===== config.mk =====
export PLATFORM = sky130hd
export DESIGN_NAME = bist_guard
export DESIGN_NICKNAME = d
export VERILOG_FILES = /design/src/rtl/bist_guard_pkg.sv /design/src/rtl/bist_guard_ctrl.sv /design/src/rtl/bist_guard_dp.sv /design/src/rtl/bist_guard.sv
export SDC_FILE = /design/constraint.sdc
export NUM_CORES = 1
export LEC_CHECK = 0
export ABC_AREA = 1
export ABC_CLOCK_PERIOD_IN_PS = 1600
export CORE_MARGIN = 4
export CORE_UTILIZATION = 58
export DETAILED_ROUTE_END_ITERATION = 6
export DONT_BUFFER_PORTS = 1
export GPL_ROUTABILITY_DRIVEN = 1
export HOLD_SLACK_MARGIN = 0.06
export PLACE_DENSITY = 0.76
export SETUP_SLACK_MARGIN = 0.15
export SLEW_MARGIN = 30
export SYNTH_ARGS = -nofsm -noshare
export SYNTH_HDL_FRONTEND = slang
export SYNTH_HIERARCHICAL = 1
export SYNTH_SLANG_ARGS = --single-unit

===== constraint.sdc =====
create_clock -name clk -period 1.6 [get_ports clk]
set_clock_uncertainty 0.15 [all_clocks]
set_input_delay 0.24 -clock clk [delete_from_list [all_inputs] [get_ports clk]]
set_output_delay 0.24 -clock clk [all_outputs]
set_load 0.02 [all_outputs]

===== src/rtl/bist_guard_pkg.sv =====
package bist_guard_pkg;

  typedef enum logic [2:0] {
    ST_IDLE  = 3'd0,
    ST_SETUP = 3'd1,
    ST_GEN   = 3'd2,
    ST_CMP   = 3'd3,
    ST_PASS  = 3'd4,
    ST_ISO   = 3'd5
  } stState;

  localparam logic [1:0] MD_NORMAL = 2'b00;
  localparam logic [1:0] MD_TPG    = 2'b01;
  localparam logic [1:0] MD_TAE    = 2'b10;
  localparam logic [1:0] MD_SCAN   = 2'b11;

  localparam logic [3:0] CMD_NOP   = 4'h0;
  localparam logic [3:0] CMD_START = 4'h3;
  localparam logic [3:0] CMD_CLEAR = 4'hA;

  localparam int SIG_W = 16;

  typedef struct packed {
    logic seedLoad;
    logic stepEn;
    logic shiftEn;
    logic bypass;
  } dpStrobe;

  function automatic logic [SIG_W-1:0] lfsrNext(input logic [SIG_W-1:0] s);
    return {s[14:0], s[15] ^ s[13] ^ s[12] ^ s[10]};
  endfunction

  function automatic logic [SIG_W-1:0] misrNext(input logic [SIG_W-1:0] s,
                                                input logic [SIG_W-1:0] d);
    return {s[14:0], s[15] ^ s[13] ^ s[12] ^ s[10]} ^ d;
  endfunction

endpackage


===== src/rtl/bist_guard_ctrl.sv =====
module bist_guard_ctrl
  import bist_guard_pkg::*;
(
  input  logic       clk,
  input  logic       rstN,
  input  logic [3:0] cmdCode,
  input  logic       cmdPar,
  input  logic       lastStep,
  input  logic       sigMatch,
  output dpStrobe    strobe,
  output logic [1:0] tpgMode,
  output logic [1:0] taeMode,
  output logic       busOutEn,
  output logic       scanBypass,
  output logic       clkEn,
  output logic       testPass
);

  stState cur, nxt;
  logic parOk, cmdKnown, clearReq;

  always_comb begin
    parOk    = ~^{cmdCode, cmdPar};
    cmdKnown = (cmdCode == CMD_NOP) || (cmdCode == CMD_START) || (cmdCode == CMD_CLEAR);
    clearReq = parOk && (cmdCode == CMD_CLEAR);
  end

  always_comb begin
    nxt = cur;
    if (cur == ST_ISO) begin
      if (clearReq) nxt = ST_IDLE;
    end else if (!parOk || !cmdKnown) begin
      nxt = ST_ISO;
    end else if (cmdCode == CMD_CLEAR) begin
      nxt = ST_IDLE;
    end else begin
      case (cur)
        ST_IDLE, ST_PASS: if (cmdCode == CMD_START) nxt = ST_SETUP;
        ST_SETUP:         nxt = ST_GEN;
        ST_GEN:           if (lastStep) nxt = ST_CMP;
        ST_CMP:           nxt = sigMatch ? ST_PASS : ST_ISO;
        default:          nxt = ST_ISO;
      endcase
    end
  end

  always_ff @(posedge clk or negedge rstN) begin
    if (!rstN) begin
      cur        <= ST_IDLE;
      busOutEn   <= 1'b1;
      scanBypass <= 1'b0;
      clkEn      <= 1'b1;
    end else begin
      cur        <= nxt;
      busOutEn   <= (nxt != ST_ISO);
      scanBypass <= (nxt == ST_ISO);
      clkEn      <= (nxt != ST_ISO);
    end
  end

  always_comb begin
    tpgMode  = MD_NORMAL;
    taeMode  = MD_NORMAL;
    if (cur == ST_SETUP) begin
      tpgMode = MD_SCAN;
      taeMode = MD_SCAN;
    end else if (cur == ST_GEN) begin
      tpgMode = MD_TPG;
      taeMode = MD_TAE;
    end
    testPass        = (cur == ST_PASS);
    strobe.seedLoad = (cur == ST_SETUP);
    strobe.stepEn   = (cur == ST_GEN);
    strobe.shiftEn  = (cur == ST_IDLE) || (cur == ST_PASS);
    strobe.bypass   = scanBypass;
  end

  assert_parity_isolates_R3: assert property (@(posedge clk) disable iff (!rstN)
    (!parOk && cur != ST_ISO) |=> (!busOutEn && !clkEn));

  assert_unknown_isolates_R4: assert property (@(posedge clk) disable iff (!rstN)
    (parOk && !cmdKnown) |=> !busOutEn);

  assert_iso_outputs_R8: assert property (@(posedge clk) disable iff (!rstN)
    (cur == ST_ISO) |-> (!busOutEn && scanBypass && !clkEn && !testPass));

  assert_iso_sticky_R9: assert property (@(posedge clk) disable iff (!rstN)
    (cur == ST_ISO && !clearReq) |=> (cur == ST_ISO));

  assert_clear_idles_R10: assert property (@(posedge clk) disable iff (!rstN)
    clearReq |=> (cur == ST_IDLE && busOutEn && clkEn));

  assert_pass_on_match_R6: assert property (@(posedge clk) disable iff (!rstN)
    $rose(testPass) |-> $past(sigMatch));

endmodule


===== src/rtl/bist_guard_dp.sv =====
module bist_guard_dp
  import bist_guard_pkg::*;
#(
  parameter int               CNT_W = 16,
  parameter logic [SIG_W-1:0] SEED  = 16'hACE1
) (
  input  logic             clk,
  input  logic             rstN,
  input  dpStrobe          strobe,
  input  logic             scanEn,
  input  logic             scanIn,
  input  logic [SIG_W-1:0] expSig,
  output logic             scanOut,
  output logic             lastStep,
  output logic             sigMatch
);

  logic [CNT_W-1:0] progReg, remain;
  logic [SIG_W-1:0] lfsr, misr;
  logic             doShift;

  assign doShift = strobe.shiftEn && scanEn;

  always_ff @(posedge clk or negedge rstN) begin
    if (!rstN) begin
      progReg <= '0;
    end else if (doShift) begin
      progReg <= {progReg[CNT_W-2:0], scanIn};
    end
  end

  always_ff @(posedge clk or negedge rstN) begin
    if (!rstN) begin
      lfsr   <= SEED;
      misr   <= '0;
      remain <= '0;
    end else if (strobe.seedLoad) begin
      lfsr   <= SEED;
      misr   <= '0;
      remain <= (progReg == '0) ? CNT_W'(1) : progReg;
    end else if (strobe.stepEn) begin
      lfsr   <= lfsrNext(lfsr);
      misr   <= misrNext(misr, lfsr);
      remain <= remain - CNT_W'(1);
    end
  end

  always_comb begin
    lastStep = (remain == CNT_W'(1));
    sigMatch = (misr == expSig);
    scanOut  = strobe.bypass ? scanIn : progReg[CNT_W-1];
  end

  assert_seed_loaded_R6: assert property (@(posedge clk) disable iff (!rstN)
    strobe.seedLoad |=> (lfsr == SEED && misr == '0));

  assert_lfsr_live_R6: assert property (@(posedge clk) disable iff (!rstN)
    strobe.stepEn |-> (lfsr != '0));

  assert_prog_hold_R11: assert property (@(posedge clk) disable iff (!rstN)
    !doShift |=> $stable(progReg));

endmodule


===== src/rtl/bist_guard.sv =====
module bist_guard
  import bist_guard_pkg::*;
#(
  parameter int               CNT_W = 16,
  parameter logic [SIG_W-1:0] SEED  = 16'hACE1
) (
  input  logic        clk,
  input  logic        rstN,
  input  logic        scanEn,
  input  logic        scanIn,
  input  logic [3:0]  cmdCode,
  input  logic        cmdPar,
  input  logic [15:0] expSig,
  output logic        scanOut,
  output logic [1:0]  tpgMode,
  output logic [1:0]  taeMode,
  output logic        busOutEn,
  output logic        scanBypass,
  output logic        clkEn,
  output logic        testPass
);

  dpStrobe strobe;
  logic    lastStep, sigMatch;

  bist_guard_ctrl ctrl_i (
    .clk(clk), .rstN(rstN), .cmdCode(cmdCode), .cmdPar(cmdPar),
    .lastStep(lastStep), .sigMatch(sigMatch), .strobe(strobe),
    .tpgMode(tpgMode), .taeMode(taeMode), .busOutEn(busOutEn),
    .scanBypass(scanBypass), .clkEn(clkEn), .testPass(testPass)
  );

  bist_guard_dp #(.CNT_W(CNT_W), .SEED(SEED)) dp_i (
    .clk(clk), .rstN(rstN), .strobe(strobe), .scanEn(scanEn),
    .scanIn(scanIn), .expSig(expSig), .scanOut(scanOut),
    .lastStep(lastStep), .sigMatch(sigMatch)
  );

endmodule


* Yosys cells after proc, flatten, opt, wreduce, memory -nomap -nowiden
Cells that the tools add are included.
Cells by class: add/sub/neg operators 1, equality and inequality tests 11, multiplexer cells 20, bitwise gates (word level) 7, reduce and logical (&&, ||, !) cells 14
Operator list (number):
- 2-to-1 mux 16 bit | 7
- 2-to-1 mux 3 bit | 6
- == test 16 x 1 -> 1 bit, second input constant | 1
- == test 16 bit | 1
- logical NOT 16 bit | 1
- subtractor 16 x 1 -> 16 bit, second input constant | 1
- bitwise XOR 16 bit | 1
- one-hot mux 3 bit (4 select lines) | 1
- == test 3 bit, second input constant | 3
- == test 3 x 2 -> 1 bit, second input constant | 2
- 2-to-1 mux 2 bit | 3
- bitwise XOR 1 bit | 6
- XNOR reduction 5 bit | 1
- == test 4 x 2 -> 1 bit, second input constant | 1
- == test 4 bit, second input constant | 1
- logical NOT 4 bit | 1
- logical OR 1 bit | 4
- == test 3 x 1 -> 1 bit, second input constant | 1
- logical NOT 3 bit | 1
- 2-to-1 mux 1 bit | 3
- inequality test 3 bit, second input constant | 1
- logical AND 1 bit | 2
- logical NOT 1 bit | 2
- nonzero test 2 bit | 1
- OR reduction 2 bit | 1
Word-level totals: register bits 69, input bits 25, output and inout port bits 9, logic and storage cells 60

* Depth between registers and ports, before layout
depth in word-level cells 8, gate-level depth with buffers 12, mapped depth without buffers 12

* Hierarchy
Netlist, hierarchy kept.
By module, submodules not included:
- bist_guard_dp | times used 1, cells each 416, area an instance 3510.9 um^2
- bist_guard_ctrl | times used 1, cells each 69, area an instance 422.9 um^2

* Worst setup path before layout
Ideal clock, no wire load.
path kind reg-to-output, start point register ctrl_i.cur[2], end point output port tpgMode[0], arrival 1375 ps, setup slack -165 ps, stages on the path, launching flop included 5, path through dfrtp_1 -> inv_1 -> nand2_1 -> o21ai_0 -> buf_4
Between the ends: longest elaborated chain between the ends 3, elaborated cells between the ends (all ways) 4
Ends and longest elaborated chain:
- from (decl) | line bist_guard_ctrl.sv:19 | stState cur, nxt;
- from (signal assigned) | line bist_guard_ctrl.sv:54 | cur <= nxt;
- == test 3 x 2 -> 1 bit | line bist_guard_ctrl.sv:67 | end else if (cur == ST_GEN) begin
- 2-to-1 mux 1 bit | line bist_guard_ctrl.sv:67
- 2-to-1 mux 2 bit * | line bist_guard_ctrl.sv:64 | if (cur == ST_SETUP) begin
- to (decl) | line bist_guard.sv:15 | output logic [1:0] tpgMode,
Every way passes the cells marked *; elsewhere a longest branch is shown, timed or not.

* Final worst setup path
start point register ctrl_i.cur[0], end point register dp_i.remain[12]
Between the ends: longest elaborated chain between the ends 2, elaborated cells between the ends (all ways) 4
Ends and longest elaborated chain:
- == test 3 x 1 -> 1 bit / == test 3 x 2 -> 1 bit (equally long branches) | line bist_guard_ctrl.sv:72, bist_guard_ctrl.sv:73
- 2-to-1 mux 16 bit / nonzero test 2 bit (equally long branches)
- to (signal assigned) | line bist_guard_dp.sv:40 | remain <= (progReg == '0) ? CNT_W'(1) : progReg;
- to (signal assigned) | line bist_guard_dp.sv:44 | remain <= remain - CNT_W'(1);
- to (decl) | line bist_guard_dp.sv:18 | logic [CNT_W-1:0] progReg, remain;
Parallel ways exist; a longest one is shown, timed or not. A chain may end at the register's enable or synchronous reset.

==> summary by stage <==
Status
The run finished, with violations left. The checks that failed: negative hold slack, negative setup slack.

Synth
The count of different cell masters after synthesis is 34. After synthesis, the share of flip-flops with an asynchronous set or reset is 100.0%. The number of nets produced by synthesis is 512. The fraction of the yosys area taken by sequential cells is 44.18%. For this run, the leading register cell type out of synthesis is sky130_fd_sc_hd__dfrtp_1. In this run, synthesis inferred 0 flip-flops with an integrated enable. The number of synthesized register bits is 69.

The synthesized area per cell is 8.111 um^2. For this run, the number of Yosys warnings is 6. The post-synthesis instance area is 0.003934 mm^2.

The cell count after synthesis is 485.

Timing
The count of final hold-check violations is 69. The final number of max-transition violations is 0. The worst pin sits at a relative slew slack of 76.19%. Setup repair after global routing could not meet its margin everywhere.

The final number of setup-violating endpoints is 50. At the pin with the least slew margin, the transition time is 354.7 ps. In the final timing run, aggregate negative setup slack is -6563 ps. Hold timing on the final database bottoms out at a slack of -589.0 ps. The routed design could run at a clock period as short as 1829 ps.

The final worst-path cycle share is 114.3%. Derived from the worst setup path, the maximum achievable clock frequency is 546.6 MHz. Once routing completed, OpenROAD measured the worst setup slack at -229.5 ps.

CTS
The later pin in the worst-skew pair is clocked with a latency of 360 ps. The clock tree synthesis step divided the H-tree into 3 levels. After clock tree synthesis, the clock-pin slew on the worst setup and hold paths is 90 ps. The CTS tree is built. The number of clock sinks is 69. The maximum clock path buffer count is 2. The number of clock buffers added by TritonCTS is 9. The cell sitting at the root of the clock tree is a sky130_fd_sc_hd__clkbuf_8.

Placement
The final estimated routing congestion in global placement is 0.8806. The count of port buffers added during placement is 0. The cell area after placement is 0.004404 mm^2. The post-DP HPWL is 6218 um. After detailed placement, the design holds a cell count of 602.

Cells and area
The area added between synthesis and finish is 40.49%. The count of antenna diodes in the layout is 0. The share of layout cells above drive strength 1 is 39.90%. The library cells used most frequently in the layout, excluding fill and tap cells, are sky130_fd_sc_hd__nand2_1 (109), sky130_fd_sc_hd__dfrtp_1 (57), sky130_fd_sc_hd__buf_4 (55), sky130_fd_sc_hd__inv_1 (50), sky130_fd_sc_hd__xnor2_1 (28).

The final design instance area without fill is 0.005527 mm^2. The number of filler cells placed in the layout is 302. The final net count is 601. The library cell used most frequently in the layout, excluding fill and tap cells, is sky130_fd_sc_hd__nand2_1. The finished layout holds 656 standard cells, fillers aside. For this run, the share of the core covered by cells in the final layout is 85.57%.

Global route
Entering global routing, the biggest net connects 70 pins. The remaining global-route overflow is 0. The via count of the first global-routing pass is 3406. The first global-routing pass estimated 15960 um of wire. The number of antenna violations at the first check in global routing is 0. The overall routing resource usage is 24.22%.

Floorplanning
The initial core utilization is 60.91%. The number of placement rows is 29. The die covers 0.008164 mm^2. In this run the horizontal extent of the chip is 90.36 um.

The floorplan step set the die height to 90.36 um. After floorplanning, the core was sized to cover 0.006459 mm^2. 34 I/O pins were placed.

Critical path
For this run, the slowest stage of the critical path takes 500 ps. The cell with the largest stage delay on the worst path is sky130_fd_sc_hd__dfrtp_2. The critical path class is register to register. The data arrival time of the critical path is 1940 ps. The startpoint type of the worst setup path is a register. Traced cell by cell, the critical path runs through nand2_4, nor2_4, buf_6, buf_6, buf_6, inv_8, buf_6, nand3_1, nand2_1, nand2_2. The combined buffer and inverter count along the critical path is 5. Of all nets on the critical path, the largest fanout is 11. The required time of the critical path is 1710 ps.

STA classifies the critical path endpoint as a register. Counting stages on the worst path, the most repeated cell is sky130_fd_sc_hd__buf_6. The cell family with the largest share of critical-path delay is buffers and inverters.

Power and ir drop
Overall power consumption after layout is estimated at 0.005415 W. The analysis attributes to cell leakage a power of 2.575 nW. The worst ir drop on vdd is 0.0008712 V. The power per standard cell area is 979.8 mW/mm^2.

Route
For this block, the via count after detailed routing is 3856. The ratio of routed vias to standard cells is 5.878. After detailed routing, the number of remaining DRC violations is 0.

For this block, the initial DRC count from the detailed router was 346. The average wire per cell in the routed design is 18.49 um. The routed design has 12130 um of wire. The detailed-routing iteration count for the pre-antenna-repair pass is 5. In this run the remaining antenna-violating nets after routing total 0.

Min path
The path category of the worst min-delay check is input port to async pin.

Flow run
Across the run, the number of max-cap violations was 0.
[routing by layer]
metal  track usage (%)  vias up  wire [um]
li1                  -     1723          -
met1             29.69     1857       4522
met2             41.26      208       6165
met3             4.417       68        856
met4             11.48        0        587
met5                 0        -          0
[cell usage after synthesis (all sizes together) (4+ instances only)]
cell type	count	area (um^2)
a21oi	17	85.08
buf	16	133.9
dfrtp	60	1501
dfstp	9	236.5
inv	59	226.5
nand2	138	520.5
nand3	31	155.2
nand4	5	31.28
nor2	43	219.0
o211ai	4	30.03
o21ai	42	251.5
o22ai	9	112.6
or2	4	25.02
xnor2	30	262.8
xor2	6	52.55
[path summary, 6_finish.rpt]
path	from	cells after the start	slack, ps	end
min in group clk	cmdCode[3]	3	130	ctrl_i/cur[1]
max in group asynchronous	rstN	0	1670	dp_i/lfsr[0]
max	ctrl_i/cur[0]	10	-230	dp_i/remain[12]
max reg2reg	ctrl_i/cur[0]	10	-230	dp_i/remain[12]
min	rstN	0	-590	ctrl_i/cur[0]
min reg2reg	dp_i/progReg[7]	2	350	dp_i/progReg[7]
[timing repair]
item | in CTS | in global routing
hold buffers | 4 | 1
buffers inserted | 15 | 16
endpoints found under the setup margin | 55 | 69
resized for setup | 48 | 99
hold endpoints to repair | 71 | 76
pin swaps | 7 | 27
cloned | 1 | 2
[flip-flops by register name (all words and copies together), names as in the netlist]
signal / flops
ctrl_i/scanBypass: 1
dp_i/misr: 16
dp_i/progReg: 16
ctrl_i/cur: 3
dp_i/remain: 16
ctrl_i/clkEn: 1
dp_i/lfsr: 16
[where the power goes]
part	internal (W)	total, W	switching, W
registers	0.00192	0.00209	0.000164
clock network	0.00107	0.00179	0.000713
logic	0.000624	0.00154	0.000915
[worst register-to-register path, cell delays in order (launching register included)]
cell and delay [ps]:
sky130_fd_sc_hd__dfrtp_2 500, sky130_fd_sc_hd__nand2_4 120, sky130_fd_sc_hd__nor2_4 50, sky130_fd_sc_hd__buf_6 140
sky130_fd_sc_hd__buf_6 110, sky130_fd_sc_hd__buf_6 110, sky130_fd_sc_hd__inv_8 80, sky130_fd_sc_hd__buf_6 140
sky130_fd_sc_hd__nand3_1 120, sky130_fd_sc_hd__nand2_1 130, sky130_fd_sc_hd__nand2_2 70
[logic make-up after synthesis]
| kind of cell | after synthesis | share of synthesized area, % |
|---|---|---|
| adder cells (fa/ha/maj) | 2 | 0.6360 |
| AO/OA/AOI/OAI | 77 | 13.17 |
| AND/OR/NAND/NOR | 224 | 24.65 |
| buffers and inverters | 77 | 9.351 |
| flip-flops | 69 | 44.18 |
| XOR/XNOR | 36 | 8.015 |
[metrics by stage]
| stage | hold slack (ps) | setup WS [ps] |
|---|---|---|
| floorplan | -205.6 | 45.63 |
| global placement | -203.1 | -144.0 |
| detailed placement | -203.7 | -190.6 |
| CTS | -593.9 | -117.3 |
| global route | -616.1 | -267.5 |
| finish | -589.0 | -229.5 |
[final cells by class]
type                       instances  area [um^2]  share of cell area, %
clock buffer                      10        137.6                  2.490
sequential                        69         1742                  31.51
clock inverter                     6        110.1                  1.992
inverter                          59        249.0                  4.505
tap                               77        96.34                  1.743
timing repair buffer              96        970.9                  17.57
multi-input combinational        339         2221                  40.19
No activity file was read; power rests on OpenSTA's default activity.
